<file path="config.mk">
export PLATFORM = sky130hd
export DESIGN_NAME = ctl_inject_chain
export DESIGN_NICKNAME = d
export VERILOG_FILES = /design/src/rtl/cic_pkg.sv /design/src/rtl/cic_hold_flop.sv /design/src/rtl/cic_bypass_mux.sv /design/src/rtl/ctl_inject_chain.sv
export SDC_FILE = /design/constraint.sdc
export NUM_CORES = 1
export LEC_CHECK = 0
export ABC_CLOCK_PERIOD_IN_PS = 900
export BUFFER_PORTS_ARGS = -buffer_cell sky130_fd_sc_hd__buf_2
export CORE_AREA = 2 2 39 41
export CTS_CLUSTER_DIAMETER = 60
export DETAILED_ROUTE_END_ITERATION = 12
export DIE_AREA = 0 0 41 43
export SKIP_CTS_REPAIR_TIMING = 1
export SYNTH_ARGS = -nofsm -noshare
export SYNTH_HDL_FRONTEND = slang
export SYNTH_HIERARCHICAL = 1
export SYNTH_SLANG_ARGS = --single-unit
</file>
<file path="constraint.sdc">
create_clock -name clk -period 0.9 [get_ports clk]
set_input_delay 0.09 -clock clk [delete_from_list [all_inputs] [get_ports clk]]
set_output_delay 0.09 -clock clk [all_outputs]
set_load 0.02 [all_outputs]
</file>
<file path="src/rtl/cic_pkg.sv">
// Package: shared definitions for the net override chain.
// Assumes: the selector control is a single bit, 0 selecting the functional path.
package cic_pkg;

    // Which side drives a destination net.
    typedef enum logic {
        PATH_FUNC = 1'b0,
        PATH_CTRL = 1'b1
    } path_sel_e;

endpackage

</file>
<file path="src/rtl/cic_hold_flop.sv">
// Module: one storage cell of the chain. Loads d_i when adv is high, holds
// otherwise, clears on a synchronous active-low reset.
// Assumes: clk is free-running; rst_n is synchronous to clk.
module cic_hold_flop (
    input  logic clk,
    input  logic rst_n,
    input  logic adv,
    input  logic d_i,
    output logic q_o
);

    // Storage cell update: reset, shift or hold.
    always_ff @(posedge clk) begin
        if (!rst_n) begin
            q_o <= 1'b0;
        end else if (adv) begin
            q_o <= d_i;
        end
    end

endmodule

</file>
<file path="src/rtl/cic_bypass_mux.sv">
// Module: two-input selector placed on a cut net. Purely combinational.
// Assumes: sel_ctrl uses the encoding of cic_pkg::path_sel_e.
module cic_bypass_mux
    import cic_pkg::*;
(
    input  logic sel_ctrl,
    input  logic func_i,
    input  logic ctrl_i,
    output logic dst_o
);

    path_sel_e sel;

    assign sel = path_sel_e'(sel_ctrl);

    // Forward the functional value or the stored control value.
    always_comb begin
        case (sel)
            PATH_CTRL: dst_o = ctrl_i;
            default:   dst_o = func_i;
        endcase
    end

endmodule

</file>
<file path="src/rtl/ctl_inject_chain.sv">
// Module: top of the net override chain. NUM_POINTS cut nets, each with a
// selector and a storage cell; the cells form one serial shift register
// fed at cell 0 and tapped at the last cell.
// Assumes: NUM_POINTS >= 1; inputs are synchronous to clk.
module ctl_inject_chain #(
    parameter int NUM_POINTS = 3
) (
    input  logic                  clk,
    input  logic                  rst_n,
    input  logic                  test_mode,
    input  logic                  shift_en,
    input  logic                  ctl_si,
    input  logic [NUM_POINTS-1:0] src_i,
    output logic [NUM_POINTS-1:0] dst_o,
    output logic                  ctl_so
);

    localparam int TAP_W = NUM_POINTS + 1;

    // tap[0] is the serial input; tap[i+1] is the content of cell i.
    logic [TAP_W-1:0] tap;

    assign tap[0] = ctl_si;

    // One storage cell and one selector per cut net.
    for (genvar i = 0; i < NUM_POINTS; i++) begin : g_point
        cic_hold_flop u_cell (
            .clk   (clk),
            .rst_n (rst_n),
            .adv   (shift_en),
            .d_i   (tap[i]),
            .q_o   (tap[i+1])
        );

        cic_bypass_mux u_sel (
            .sel_ctrl (test_mode),
            .func_i   (src_i[i]),
            .ctrl_i   (tap[i+1]),
            .dst_o    (dst_o[i])
        );
    end

    // Serial readback of the far cell.
    assign ctl_so = tap[TAP_W-1];

endmodule

</file>
==> Word level (Yosys, flattened, before mapping) <==
Cells that the tools add are included.
W data, S select, Z words.
{ "word_totals": {"reg_bits": 3, "inputBits": 8, "output_inout_bits": 4} }
{ "classes": {"muxes": 3} }
{ "ops": {"columns": ["operator", "count"], "rows": [
  ["$mux W1", 3]
]} }

==> Longest topological paths before layout <==
Gate-level depths: netlist (run 1).
{ "logic_depth": {"word_depth": 1, "depth_mapped": 2} }

==> Cells and area by module <==
Netlist (run 1), hierarchy kept.
{ "modules_own_cells": {"columns": ["mod", "n_inst", "cells_per_inst", "area_each_um2", "seq_area_each_um2"], "rows": [
  ["cic_hold_flop", 3, 3, 36.3, 20.0],
  ["cic_bypass_mux", 3, 1, 15.0, 0.0]
]} }

==> Least setup slack after synthesis (run 1) <==
Ideal clock, no wire load.
{ "synth_path": {"path_kind": "reg-to-output", "start": "reg g_point[2].u_cell.q_o", "end": "out dst_o[2]", "arrival_ns": 0.673, "t_required_ns": 0.810, "slack_ns": 0.137, "stages_incl_launch_ff": 2, "cell_sequence": "dfxtp_1 mux2_4"} }
{ "synth_between": {"elab_chain_len": 1} }
{ "synth_rtl": {"columns": ["item", "line_no", "source"], "rows": [
  ["from (decl)", "cic_hold_flop.sv:9", "output logic q_o"],
  ["from (signal assigned)", "cic_hold_flop.sv:17", "q_o <= d_i;"],
  ["$mux W1", "cic_bypass_mux.sv:18", "case (sel)"],
  ["to (decl)", "ctl_inject_chain.sv:14", "output logic [NUM_POINTS-1:0] dst_o,"]
]} }
Every way passes these cells.

==> Final worst setup path (run 1) <==
{ "layout_path": {"start": "reg g_point[0].u_cell.q_o", "end": "out dst_o[0]"} }
{ "layout_between": {"elab_chain_len": 1} }
{ "layout_rtl": {"columns": ["item", "line_no"], "rows": [
  ["from (decl)", "cic_hold_flop.sv:9"],
  ["from (signal assigned)", "cic_hold_flop.sv:17"],
  ["$mux W1", "cic_bypass_mux.sv:18"]
]} }
Every way passes these cells.

==> impl_metrics.yaml, run 1 <==
status:
  status: "complete, but fails checks"
  violations: "negative setup slack"
grt:
  grt_usage_pct: 6.212
  grt_pass1_vias: 161
  grt_max_degree: 4
  grt_overflow_total: 0
  grt_pass1_wl_um: 641
  antenna_found_initial: 0
finish:
  reg_top3: "g_point.u_cell/q_o x3"
  syn_to_final_growth_pct: 94.31
  top_register: "g_point.u_cell/q_o"
  drive_gt1_share_pct: 75.86
  diodes: 0
  final_nets: 38
  largest_reg_flops: 3
  design_area_um2: 299.0
power_and_ir_drop:
  seqPwrFrac_pct: 30.5
  p_comb_share_pct: 19.4
  pwr-share-clk_pct: 50.0
  p_per_area_nw_per_um2: 1567
  ir_drop_mv: 0.5703
  p_leak_nw: 0.1499
  swShare_pct: 23.24
  p_sw_w: 0.0001089
  p_int_w: 0.0003598
detailed_routing:
  drt-wirelength-per-cell_um: 9.889
  m1WireLength_um: 276
  drtIter0Drc: 3
  drt.antenna.violating_nets: 0
  top_layer: "met3"
  routed_wl_um: 445
  wl_met3_um: 39
  route.detailed.drc: 0
  vias: 154
  wl_met2_um: 129
  vias_per_cell: 3.422
  firstDrtPassIters: 2
floorplan:
  io_pins: 12
  core_um2: 1384
  rows: 14
  start_util_pct: 11.12
  dieWidth_um: 41
  die_h_um: 43
  dieArea_um2: 1763
worst_setup_path:
  r2r_end: "g_point[2].u_cell/q_o$_SDFFE_PN0P_"
  crit_fanout: 3
  crit_arrival_ns: 0.94
  cp_slowest_cell: "dfxtp_2"
  path_buf_inv: 1
  crit_type: "reg -> out"
  r2r-start: "g_point[1].u_cell/q_o$_SDFFE_PN0P_"
  r2r_slack_ns: 0.16
  cp-start-kind: "flip-flop"
  required_ns: 0.81
  path_cells: "mux2_4 > buf_6"
  crit_path_max_incr_delay_ns: 0.32
  cp_top_family: "flip-flops"
  r2r.worst_path.cells: 3
  critPathCaptureType: "output port"
yosys:
  synth_top_area_share_pct: 39.02
  synth.area.top_cells: "dfxtp_1 39%, mux2_4 29%, mux2i_1 20%, nor2b_1 12%"
  synth.avg_cell_area_um2: 12.82
  ys_types: 4
  yosysWarnings: 6
  synth_seq_cells: 3
  synthCells: 12
  syn_nets: 20
  yosysTopAreaCell: "dfxtp_1"
  ys_seq_area_share_pct: 39.02
  synth_area_um2: 153.9
clocking:
  clock_latency_ns: 0.23
  cts_tree: "built"
  clk_path_buf_depth: 2
  clk_pin_slew_ns: 0.04
  cts_sinks: 3
  numCtsBuffers: 3
  clockRootBuffer: "clkbuf_4"
  htreeDepth: 1
timing:
  period_share_pct: 114.3
  slew_headroom_pct: 91.04
  hold_violations: 0
  fmax_mhz: 972.3
  skew_ns: 0.0009698
  finalCriticalPeriod_ns: 1.029
  fin_worst_hold_slack_ns: 0.09502
  slew_viol_final: 0
  setup_viol: 3
  finalSetupTns_ns: -0.3507
  tightest_slew_ns: 0.1306
  rsz0062_at_grt: "yes"
  fin_ws_ns: -0.1285
placement:
  post-place-ws_ns: 0.09282
  place_area_um2: 229.0
  port_buffers: 11
  place_congestion: 0.6341
min_path:
  hp-class: "in -> reg"
  min-delay-start: "rst_n"
  hold_path_depth: 2
  hold_path_end: "g_point[1].u_cell/q_o$_SDFFE_PN0P_"
run:
  drv_cap: 0
synth_stat cells:
| library cell | instances |
|---|---|
| mux2i_1 | 3 |
| dfxtp_1 | 3 |
| nor2b_1 | 3 |
| mux2_4 | 3 |
worst max path at each step:
stage	end	startpoint	cells past startpoint
final	dst_o[0]	g_point[0].u_cell/q_o$_SDFFE_PN0P_	2
after global routing	dst_o[0]	g_point[0].u_cell/q_o$_SDFFE_PN0P_	2
after CTS	dst_o[0]	g_point[0].u_cell/q_o$_SDFFE_PN0P_	2
after detailed placement	dst_o[0]	g_point[0].u_cell/q_o$_SDFFE_PN0P_	2
after global placement	dst_o[0]	g_point[0].u_cell/q_o$_SDFFE_PN0P_	2
after floorplan	dst_o[2]	g_point[2].u_cell/q_o$_SDFFE_PN0P_	1
area by class of cell:
| type | instances | area [um^2] |
|---|---|---|
| Sequential cell | 3 | 63.81 |
| Fill cell | 155 | 1085 |
| Clock buffer | 4 | 26.28 |
| Multi-Input combinational cell | 9 | 93.84 |
| Tap cell | 16 | 20.02 |
| Timing Repair Buffer | 13 | 95.09 |
kinds of logic after synthesis:
logic type,after synthesis,share of synthesized area (%)
muxes,6,48.78
DFF,3,39.03
and+or+nand+nor,3,12.20
power by group through the flow:
stage / clock [W] / combinational [W] / sequential [W]
floorplan: 0 / 0.0000400 / 0.000144
global placement: 0 / 0.0000727 / 0.000145
detailed placement: 0 / 0.0000735 / 0.000145
CTS: 0.000247 / 0.0000735 / 0.000143
global route: 0.000262 / 0.0000977 / 0.000144
finish: 0.000234 / 0.0000911 / 0.000143
placed cells by master (no fill, tap or decap):
master	count
buf_2	7
buf_4	2
buf_6	4
clkbuf_1	1
clkbuf_4	3
dfxtp_2	3
mux2_4	3
mux2i_1	3
nor2b_1	3
per-stage QoR:
step	power, W	util [%]	std cells
floorplan	0.0001844	-	12
global placement	0.0002173	16.55	39
detailed placement	0.0002181	16.55	39
CTS	0.0004636	18.44	43
global route	0.0005028	21.61	45
finish	0.0004687	21.61	45
layer usage:
layer	global-route usage, %	up-vias
met1	9.585	67
met5	0	-
met4	4.000	0
li1	-	75
met3	4.712	0
met2	5.313	12
(Power assumes the default switching activity.)
==> run 2, diff against run 1 <==
--- a/config.mk
+++ b/config.mk
@@ -8,9 +8,11 @@
 export ABC_CLOCK_PERIOD_IN_PS = 900
 export BUFFER_PORTS_ARGS = -buffer_cell sky130_fd_sc_hd__buf_2
 export CORE_AREA = 2 2 39 41
+export CTS_BUF_LIST = sky130_fd_sc_hd__clkbuf_4 sky130_fd_sc_hd__clkbuf_8
 export CTS_CLUSTER_DIAMETER = 60
 export DETAILED_ROUTE_END_ITERATION = 12
 export DIE_AREA = 0 0 41 43
+export REMOVE_ABC_BUFFERS = 1
 export SKIP_CTS_REPAIR_TIMING = 1
 export SYNTH_ARGS = -nofsm -noshare
 export SYNTH_HDL_FRONTEND = slang
==> run 2 against run 1 <==
  * The run still ends with negative setup slack left
  * Fmax about the same
  * Hold slack worse by 0.0026 ns
  * Worst setup slack worse by 0.00053 ns
  * Count of clock-buffer cells in the layout unchanged
  * Sequential power about the same
  * Final cell count unchanged
  * Final area up 1.3%
  * Sequential share of layout area down 0.26 points
  * Combinational power about the same
  * Largest power group unchanged
==> impl_metrics.yaml, run 2 (synthesized netlist as in run 1, its figures left out) <==
worst_setup_path:
  path_buf_inv: 1
  crit_fanout: 3
  crit_type: "reg -> out"
  required_ns: 0.81
  cp_top_family: "flip-flops"
  crit_arrival_ns: 0.94
  cp-start-kind: "flip-flop"
  cp_slowest_cell: "dfxtp_2"
  crit_path_max_incr_delay_ns: 0.32
  critPathCaptureType: "output port"
  path_cells: "mux2_4 > buf_6"
floorplan:
  dieWidth_um: 41
  io_pins: 12
  rows: 14
  start_util_pct: 11.12
  dieArea_um2: 1763
  die_h_um: 43
  core_um2: 1384
grt:
  grt_max_degree: 4
  grt_usage_pct: 6.212
  antenna_found_initial: 0
  grt_pass1_vias: 161
  grt_overflow_total: 0
  grt_pass1_wl_um: 641
finish:
  filler_cell_count: 154
  final_nets: 38
  drive_gt1_share_pct: 79.31
  reg_top3: "g_point.u_cell/q_o x3"
  largest_reg_flops: 3
  top_register: "g_point.u_cell/q_o"
  syn_to_final_growth_pct: 96.75
  diodes: 0
  mostFrequentLayoutCells: "7 x buf_2, 4 x clkbuf_4, 4 x buf_6"
  design_area_um2: 302.8
  final_common_cell: "buf_2"
min_path:
  hp-class: "in -> reg"
clocking:
  clk_path_buf_depth: 2
  cts_tree: "built"
  numCtsBuffers: 3
  htreeDepth: 1
  clockRootBuffer: "clkbuf_4"
  clk_pin_slew_ns: 0.04
  cts_sinks: 3
  clock_latency_ns: 0.23
run:
  drv_cap: 0
timing:
  finalSetupTns_ns: -0.3559
  rsz0062_at_grt: "yes"
  slew_viol_final: 0
  slew_headroom_pct: 90.97
  fin_worst_hold_slack_ns: 0.09240
  fmax_mhz: 971.8
  fin_ws_ns: -0.1291
  skew_ns: 0.00005133
  tightest_slew_ns: 0.1316
  period_share_pct: 114.3
  hold_violations: 0
  setup_viol: 3
  finalCriticalPeriod_ns: 1.029
placement:
  port_buffers: 11
  place_congestion: 0.6341
  place_area_um2: 229.0
detailed_routing:
  drtIter0Drc: 5
  routed_wl_um: 428
  vias: 160
  drt-wirelength-per-cell_um: 9.511
  drt.antenna.violating_nets: 0
  route.detailed.drc: 0
  firstDrtPassIters: 4
  vias_per_cell: 3.556
power_and_ir_drop:
  ir_drop_mv: 0.5446
  fin_total_pwr_w: 0.0005021
  p_per_area_nw_per_um2: 1658
  p_leak_nw: 0.1533
status:
  violations: "negative setup slack"
  status: "complete, but fails checks"
run 2: changes by cell type in the layout (fill, tap and decap cells not counted):
cell | before | now
clkbuf_1 | 1 | 0
clkbuf_4 | 3 | 4
run 2: where the power goes:
| part | internal (W) | switching (W) |
|---|---|---|
| logic | 0.0000540 | 0.0000370 |
| registers | 0.000140 | 0.00000328 |
| clock network | 0.000196 | 0.0000719 |
run 2: routing by layer:
metal / up-vias / share of wire (%) / wire length (um) / global-route usage [%]
met5: - / 0 / 0 / 0
met4: 0 / 0 / 0 / 4.000
met3: 0 / 12 / 53 / 4.712
met2: 16 / 29 / 123 / 5.313
met1: 69 / 58 / 250 / 9.585
li1: 75 / - / - / -
run 2: worst paths after layout:
check,from,to,slack (ns),depth (start not counted)
setup / recovery,g_point[0].u_cell/q_o$_SDFFE_PN0P_,dst_o[0],-0.13,2
hold / removal,rst_n,g_point[1].u_cell/q_o$_SDFFE_PN0P_,0.09,2
setup reg to reg,g_point[1].u_cell/q_o$_SDFFE_PN0P_,g_point[2].u_cell/q_o$_SDFFE_PN0P_,0.16,3
hold reg to reg,g_point[0].u_cell/q_o$_SDFFE_PN0P_,g_point[0].u_cell/q_o$_SDFFE_PN0P_,0.53,2
run 2: layout make-up:
class,instances,area (um^2),share of cell area [%]
clock buffer,4,30.03,9.917
sequential,3,63.81,21.07
timing repair buffer,13,95.09,31.41
multi-input combinational,9,93.84,30.99
tap,16,20.02,6.612
run 2: worst register-to-register path: cells and delay by family, from the launching register on:
| kind | cells | cell delay [ns] |
|---|---|---|
| flops | 1 | 0.31 |
| buf+inv | 1 | 0.13 |
| mux | 1 | 0.13 |
| simple gates | 1 | 0.06 |
run 2: per-stage QoR:
stage	setup slack, ns	util [%]	instances
final	-0.1291	21.88	45
after global routing	-0.1605	21.88	45
after CTS	-0.1609	18.72	43
after detailed placement	0.09282	16.55	39
after global placement	0.09367	16.55	39
after floorplan	0.1370	-	12
==> run 3, diff against run 2 <==
--- a/config.mk
+++ b/config.mk
@@ -7,11 +7,14 @@
 export LEC_CHECK = 0
 export ABC_CLOCK_PERIOD_IN_PS = 900
 export BUFFER_PORTS_ARGS = -buffer_cell sky130_fd_sc_hd__buf_2
+export CELL_PAD_IN_SITES_DETAIL_PLACEMENT = 1
+export CELL_PAD_IN_SITES_GLOBAL_PLACEMENT = 1
 export CORE_AREA = 2 2 39 41
 export CTS_BUF_LIST = sky130_fd_sc_hd__clkbuf_4 sky130_fd_sc_hd__clkbuf_8
 export CTS_CLUSTER_DIAMETER = 60
 export DETAILED_ROUTE_END_ITERATION = 12
 export DIE_AREA = 0 0 41 43
+export PLACE_DENSITY_LB_ADDON = 0.1
 export REMOVE_ABC_BUFFERS = 1
 export SKIP_CTS_REPAIR_TIMING = 1
 export SYNTH_ARGS = -nofsm -noshare
==> run 3 against run 2 <==
  * The flow still finishes with violations (negative setup slack)
  * First-iteration DRC count fell by 100%
  * Critical path depth did not move
  * Count of clock-buffer cells in the layout did not move
  * Combinational power fell by 8.0%
  * Register-to-register slack improved by 0.08 ns
  * Worst setup slack got worse by 0.0011 ns
  * Routed wire length fell by 12%
  * Final area fell by 7.0%
  * Flip-flop and latch count did not move
  * Global-route usage fell by 1.3 points
  * Non-clock buffer count fell by 2
  * Via count fell by 13%
==> impl_metrics.yaml, run 3 (synthesized netlist as in run 1, its figures left out) <==
detailed_routing:
  drt-wirelength-per-cell_um: 8.721
  routed_wl_um: 375
  vias_per_cell: 3.256
  firstDrtPassIters: 1
  drt.antenna.violating_nets: 0
  vias: 140
  route.detailed.drc: 0
  drtIter0Drc: 0
worst_setup_path:
  crit_arrival_ns: 0.94
  required_ns: 0.81
  crit_type: "reg -> out"
  critPathCaptureType: "output port"
  crit_fanout: 3
  r2r-start: "g_point[1].u_cell/q_o$_SDFFE_PN0P_"
  cp_slowest_cell: "dfxtp_2"
  cp-start-kind: "flip-flop"
  endpoint: "dst_o[2]"
  r2r_slack_ns: 0.24
  critPathLaunch: "g_point[2].u_cell/q_o$_SDFFE_PN0P_"
  r2r.worst_path.cells: 2
  path_cells: "mux2_4 > buf_6"
  r2r_end: "g_point[2].u_cell/q_o$_SDFFE_PN0P_"
  crit_path_max_incr_delay_ns: 0.32
finish:
  final_nets: 36
  drive_gt1_share_pct: 77.78
  syn_to_final_growth_pct: 82.93
  largest_reg_flops: 3
  diodes: 0
  design_area_um2: 281.5
  mostFrequentLayoutCells: "8 x buf_2, 4 x clkbuf_4"
  final_common_cell: "buf_2"
  reg_top3: "g_point.u_cell/q_o x3"
  fin_util_pct: 20.34
  top_register: "g_point.u_cell/q_o"
timing:
  slew_viol_final: 0
  period_share_pct: 114.5
  hold_violations: 0
  tightest_slew_ns: 0.1650
  skew_ns: 0.003074
  setup_viol: 3
  fmax_mhz: 970.8
  finalCriticalPeriod_ns: 1.030
  rsz0062_at_grt: "yes"
  slew_headroom_pct: 88.68
  fin_ws_ns: -0.1301
clocking:
  cts_tree: "built"
  cts_sinks: 3
  clockRootBuffer: "clkbuf_4"
  htreeDepth: 1
  clock_latency_ns: 0.23
  numCtsBuffers: 3
  clk_pin_slew_ns: 0.04
  clk_path_buf_depth: 2
power_and_ir_drop:
  p_per_area_nw_per_um2: 1758
  swShare_pct: 21.91
  p_leak_nw: 0.1419
  pwr-share-clk_pct: 54.2
  seqPwrFrac_pct: 28.9
  p_int_w: 0.0003864
  p_comb_share_pct: 16.9
  p_sw_w: 0.0001084
  ir_drop_mv: 0.3318
floorplan:
  rows: 14
  die_h_um: 43
  core_um2: 1384
  dieArea_um2: 1763
  dieWidth_um: 41
  io_pins: 12
  start_util_pct: 11.12
grt:
  grt_pass1_vias: 129
  grt_usage_pct: 4.920
  antenna_found_initial: 0
  grt_pass1_wl_um: 476
  grt_overflow_total: 0
  grt_max_degree: 4
run:
  drv_cap: 0
min_path:
  hp-class: "in -> reg"
placement:
  port_buffers: 11
  place_area_um2: 229.0
  place_congestion: 0.6020
status:
  violations: "negative setup slack"
  status: "complete, but fails checks"
[run 3: changes by cell type in the layout (fill, tap and decap cells not counted), sizes merged]
cell / delta
buf: -2
[run 3: area by class of cell]
type / count / area, um^2
clock buffer: 4 / 30.03
tap: 16 / 20.02
multi-input combinational: 9 / 93.84
timing repair buffer: 11 / 73.82
fill: 165 / 1102
sequential: 3 / 63.81
[run 3: power groups by stage]
stage	sequential, W	combinational [W]	clock, W
final	0.000143	0.0000837	0.000268
after global routing	0.000144	0.0000901	0.000287
after CTS	0.000142	0.0000719	0.000281
after detailed placement	0.000145	0.0000718	0
after global placement	0.000145	0.0000716	0
after floorplan	0.000144	0.0000400	0
[run 3: worst min path at each step]
| stage | start | end | cells after the start |
|---|---|---|---|
| after floorplan | rst_n | g_point[0].u_cell/q_o$_SDFFE_PN0P_ | 1 |
| after global placement | rst_n | g_point[0].u_cell/q_o$_SDFFE_PN0P_ | 2 |
| after detailed placement | rst_n | g_point[2].u_cell/q_o$_SDFFE_PN0P_ | 2 |
| after CTS | rst_n | g_point[2].u_cell/q_o$_SDFFE_PN0P_ | 2 |
| after global routing | rst_n | g_point[2].u_cell/q_o$_SDFFE_PN0P_ | 2 |
| final | rst_n | g_point[1].u_cell/q_o$_SDFFE_PN0P_ | 2 |
[run 3: metal layers]
layer / GRT usage (%) / part of all wire [%]
met1: 4.502 / 38
met2: 5.000 / 44
met3: 3.665 / 18
met4: 8.000 / 0
met5: 0 / 0
[run 3: stage by stage]
step / setup TNS (ns) / worst slack (ns) / hold slack (ns) / power (W) / cells
2_1_floorplan: 0 / 0.1370 / 0.2182 / 0.0001844 / 12
3_3_place_gp: 0 / 0.09714 / 0.3365 / 0.0002161 / 39
3_5_place_dp: 0 / 0.08625 / 0.3474 / 0.0002164 / 39
4_1_cts: -0.4795 / -0.1701 / 0.1001 / 0.0004955 / 43
5_1_grt: -0.4454 / -0.1574 / 0.1091 / 0.0005207 / 43
6_report: -0.3723 / -0.1301 / 0.1021 / 0.0004949 / 43
[run 3: critical path, delay by kind of cell, from the launching register on]
family	cells	cell delay (ns)
buf+inv	1	0.13
flops	1	0.32
mux	1	0.26
